File: src/rtl/mbox_tx_inbox.sv
module mbox_tx_inbox #(
  parameter int NCH = 8,
  parameter int AW  = 6
) (
  input  logic          clk,
  input  logic          rst_n,
  input  logic          wr_en,
  input  logic [AW-1:0] wr_addr,
  input  logic [31:0]   wr_data,
  input  logic [AW-1:0] rd_addr,
  output logic [31:0]   rd_data,
  input  logic          fetch_stb,
  input  logic [$clog2(NCH)-1:0] fetch_chan,
  output logic [63:0]   fetch_data,
  output logic          irq
);
  localparam int CW = $clog2(NCH);
  localparam logic [AW-1:0] A_ID = 'h00, A_LO = 'h04, A_HI = 'h08, A_TRIG = 'h0C,
                            A_CLR = 'h10, A_STS = 'h14, A_IST = 'h18, A_MSK = 'h1C;

  logic [CW-1:0]  tid;
  logic [31:0]    lo, hi;
  logic [NCH-1:0] busy, ovf, dlv;
  logic [2:0]     mask;
  logic           pend;
  logic [63:0]    slot [NCH];

  logic trig, blk, clr_wr, ist_clr, src_any;
  logic [NCH-1:0] busy_n, ovf_n, dlv_n;

  assign trig    = wr_en && wr_addr == A_TRIG && wr_data[0];
  assign blk     = trig && busy[tid];
  assign clr_wr  = wr_en && wr_addr == A_CLR;
  assign ist_clr = wr_en && wr_addr == A_IST && wr_data[0];
  assign src_any = (|dlv && !mask[2]) || (|ovf && !mask[1]) || (blk && !mask[0]);
  assign fetch_data = slot[fetch_chan];
  assign irq = pend;

  always_comb begin
    busy_n = busy;
    ovf_n  = ovf;
    dlv_n  = dlv;
    if (clr_wr) begin
      dlv_n = dlv_n & ~wr_data[16 +: NCH];
      ovf_n = ovf_n & ~wr_data[8 +: NCH];
    end
    if (fetch_stb && busy[fetch_chan]) begin
      busy_n[fetch_chan] = 1'b0;
      dlv_n[fetch_chan]  = 1'b1;
    end
    if (trig) begin
      if (busy[tid]) ovf_n[tid] = 1'b1;
      else           busy_n[tid] = 1'b1;
    end
  end

  always_ff @(posedge clk or negedge rst_n) begin
    if (!rst_n) begin
      tid  <= '0;
      lo   <= '0;
      hi   <= '0;
      busy <= '0;
      ovf  <= '0;
      dlv  <= '0;
      mask <= 3'b111;
      pend <= 1'b0;
    end else begin
      busy <= busy_n;
      ovf  <= ovf_n;
      dlv  <= dlv_n;
      pend <= src_any || (pend && !ist_clr);
      if (wr_en) begin
        case (wr_addr)
          A_ID:  tid  <= wr_data[CW-1:0];
          A_LO:  lo   <= wr_data;
          A_HI:  hi   <= wr_data;
          A_MSK: mask <= wr_data[2:0];
          default: ;
        endcase
      end
    end
  end

  for (genvar c = 0; c < NCH; c++) begin : g_slot
    always_ff @(posedge clk or negedge rst_n) begin
      if (!rst_n) slot[c] <= '0;
      else if (trig && !busy[tid] && tid == c) slot[c] <= {hi, lo};
    end
  end

  always_comb begin
    rd_data = '0;
    case (rd_addr)
      A_ID:  rd_data[CW-1:0] = tid;
      A_LO:  rd_data = lo;
      A_HI:  rd_data = hi;
      A_STS: begin
        rd_data[16 +: NCH] = dlv;
        rd_data[8 +: NCH]  = ovf;
        rd_data[0 +: NCH]  = busy;
      end
      A_IST: rd_data[0] = pend;
      A_MSK: rd_data[2:0] = mask;
      default: ;
    endcase
  end
endmodule


File: config.mk
export PLATFORM = sky130hd
export DESIGN_NAME = mbox_tx_inbox
export DESIGN_NICKNAME = d
export VERILOG_FILES = /design/src/rtl/mbox_tx_inbox.sv
export SDC_FILE = /design/constraint.sdc
export NUM_CORES = 1
export LEC_CHECK = 0
export ABC_AREA = 1
export BUFFER_PORTS_ARGS = -buffer_cell sky130_fd_sc_hd__buf_2
export CAP_MARGIN = 20
export CELL_PAD_IN_SITES_DETAIL_PLACEMENT = 0
export CELL_PAD_IN_SITES_GLOBAL_PLACEMENT = 1
export CORE_MARGIN = 1.5
export CORE_UTILIZATION = 30
export CTS_BUF_LIST = sky130_fd_sc_hd__clkbuf_16
export DETAILED_ROUTE_END_ITERATION = 7
export PLACE_DENSITY_LB_ADDON = 0.1
export SLEW_MARGIN = 20
export SYNTH_ARGS = -nofsm -noshare
export SYNTH_HDL_FRONTEND = slang
export SYNTH_SLANG_ARGS = --single-unit
export TNS_END_PERCENT = 10
File: constraint.sdc
create_clock -name clk -period 2.2 [get_ports clk]
set_input_delay 0.33 -clock clk [delete_from_list [all_inputs] [get_ports clk]]
set_output_delay 0.33 -clock clk [all_outputs]
set_load 0.01 [all_outputs]
==> reports/metrics.yaml <==
cts_buffer_depth: 3
ioPinCount: 148
drtIter0Drc: 2305
yosysWarnings: 0
r2r_end: "slot[440]"
worstPathRequired_ps: 1870
start_kind: "register"
antenna_found_initial: 4
clk_latency_ps: 640
setup_viol: 1
synth_area_per_cell_um2: 8.36
grt_overflow: 0
wl_per_cell_um: 24.7
coreArea_um2: 91500
vias: 24600
clock_sink_count: 607
port_buffers: 147
fin_total_pwr_w: 0.0257
async_flop_share: 1.00
fin_skew_ps: 23.7
initial_core_util: 0.302
synth_enable_flop_cells: 0
ant_nets: 0
pre_cts_slack_ps: -87.8
nFillCells: 9493
clockRootBuffer: "clkbuf_16"
wl_mm: 117
drc_errors: 0
dpl.hpwl_mm: 74.8
reg2reg_setup_slack_ps: 160
crit_arrival_ps: 1880
ys_seq_area_frac: 0.549
path_class: "reg -> out"
violations: "setup timing"
crit_chain: "inv_1 > o221ai_1 > buf_4 > buf_2"
areaGrowthSynthToFinish_pct: 19.9
relSlewSlack: 0.449
rows: 111
max_slew.worst_pin.slew_ps: 827
p_leak_nw: 16.4
finalCritPeriodShare: 1.01
die_area_um2: 94100
hp-class: "in -> reg"
finalInstanceArea_um2: 33200
dpl_cell_area_um2: 30700
finalWorstSetupSlack_ps: -12.6
worstSetupStartpoint: "lo[22]"
cts_tree: "done"
numCtsBuffers: 76
endpoint: "rd_data[22]"
globalplace.congestion: 0.826
critPathCaptureType: "output port"
synth_cell_types: 34
die_x_um: 307
synthFlopType: "dfrtp_1"
ff2ff_path_depth: 6
syn_nets: 3363
via_per_inst: 5.20
rsz0062_at_grt: "true"
outcome: "finished, violations left"
syn-cell-area_um2: 27700
final_nets: 3526
die_h_um: 307
grt_start_max_net_pins: 118
syn_inst: 3312
htreeDepth: 3
maxCapViolCount: 0
fmax_ghz: 0.452
crit_cells: 4
powerDensity_nw_per_um2: 775
crit_family: "buffers and inverters"
period_needed_ps: 2210
cpPeakStageDelay_ps: 480
ys_ff_latch: 607
crit_fanout: 6
layout-drive-gt1-share: 0.147
irDropWorstVdd_uv: 487
grt_pass1_wl_mm: 171
final_max_slew_viol_count: 0
clk_pin_slew_worst_paths_ps: 60
grt_pass1_vias: 24300
hold_viol: 0
drt_pass1_iterations: 5
path_buf_inv: 3
critPathSlowestCell: "dfrtp_2"
r2r_start: "tid[1]"
grt_util_all_layers: 0.248
timing repair:
action	4_1_cts	5_1_grt
setup endpoints to repair	49	104
buffers inserted	3	0
resized for setup	36	33
pin swaps	0	5
hold buffers	4	0
endpoints found under the hold margin	46	0
worst min path at each step:
stage	slack [ps]	to	startpoint	cells past startpoint
finish	20	hi[28]	wr_data[28]	3
global route	50	lo[22]	wr_data[22]	3
CTS	10	hi[28]	wr_data[28]	3
detailed placement	280	slot[435]	rst_n	1
global placement	280	slot[499]	rst_n	1
floorplan	30	busy[0]	rst_n	0
layout by cell type, fill, tap and decap left out, types with 4 or more instances in the layout:
cell type | Yosys | layout
nor2_1 | 41 | 40
nand2_2 | 1 | 5
nand3_2 | 7 | 4
o2111ai_1 | 7 | 7
dfrtp_2 | 0 | 14
nand3_1 | 34 | 33
a21oi_1 | 62 | 56
or2_2 | 10 | 10
buf_6 | 19 | 4
and2_0 | 6 | 6
o21ai_0 | 124 | 123
nand3_4 | 1 | 5
nand2_1 | 1377 | 1373
o221ai_1 | 21 | 9
buf_2 | 141 | 146
inv_2 | 7 | 15
clkinvlp_4 | 0 | 5
nor3_4 | 0 | 4
inv_4 | 0 | 5
o21ai_1 | 222 | 223
o221ai_2 | 0 | 10
clkinv_2 | 0 | 5
a22oi_1 | 37 | 37
o211ai_1 | 4 | 4
dfrtp_1 | 604 | 590
clkinv_1 | 0 | 19
nand4_1 | 331 | 331
buf_4 | 29 | 121
buf_12 | 0 | 56
o22ai_1 | 10 | 7
inv_6 | 0 | 4
inv_1 | 136 | 141
a21oi_2 | 0 | 6
clkbuf_16 | 0 | 77
dlygate4sd3_1 | 0 | 4
kinds of logic (layout without fill, tap and decap cells):
group,after synthesis,count (layout),share of synthesized area
AND/OR/NAND/NOR,1822,1822,0.285
flip-flops,607,607,0.549
AO/OA/AOI/OAI,491,491,0.0971
buffers and inverters,391,608,0.0685
multiplexers,1,1,0.000814
other,0,3,0
cell usage after synthesis (10+ instances only):
cell / n / share of area
buf_1: 16 / 0.0022
o221ai_1: 21 / 0.0066
dfrtp_1: 604 / 0.55
o21ai_0: 124 / 0.022
a22oi_1: 37 / 0.010
a21oi_1: 62 / 0.011
o22ai_1: 10 / 0.0023
nand2_1: 1377 / 0.19
nand3_1: 34 / 0.0061
buf_6: 19 / 0.0077
nor2_1: 41 / 0.0056
o21ai_1: 222 / 0.040
buf_4: 29 / 0.0079
clkbuf_1: 43 / 0.0058
nand4_1: 331 / 0.075
inv_1: 136 / 0.018
or2_2: 10 / 0.0023
buf_2: 141 / 0.026
metrics by stage:
stage	hold slack, ps	setup TNS, ps	std cells	utilization
after floorplan	34.4	0	3312	-
after global placement	281	-148	4576	0.335
after detailed placement	278	-413	4576	0.335
after CTS	14.4	-102	4715	0.361
after global routing	52.0	-752	4716	0.362
final	20.4	-12.6	4718	0.362
sequential cells by signal (all words and copies together), names as in the netlist:
signal and cells:
slot 512, dlv 8, mask 3, ovf 8, tid 3, hi 32, busy 8, lo 32
irq 1
where the power goes:
part | internal (W) | leakage [nW] | total, W | switching, W
Clock | 0.00643 | 1.16 | 0.0115 | 0.00508
Combinational | 0.000560 | 6.83 | 0.00242 | 0.00186
Sequential | 0.0114 | 8.40 | 0.0118 | 0.000361
area by class of cell:
type                       count  area, µm²  area share
clock inverter                55        292     0.00879
antenna                        3       7.51    0.000226
timing repair buffer         333       2880      0.0867
tap                         1186       1480      0.0447
clock buffer                  77       1930      0.0581
multi-input combinational   2314      10800       0.326
sequential                   607      15200       0.458
inverter                     143        566      0.0170
layer usage:
metal,track usage,part of all wire
met4,0.0771,0.027
met5,0.00103,0.00015
met2,0.382,0.45
met3,0.0494,0.067
met1,0.349,0.46
worst reg2reg max path, delay by kind of cell, from the launching register on:
kind	cells	cell delay (ps)
AO/OA/AOI/OAI	1	80
buffers and inverters	2	520
flip-flops	1	440
multiplexers	1	310
AND/OR/NAND/NOR	2	550
Note: power is estimated with default switching activity, not from simulation.
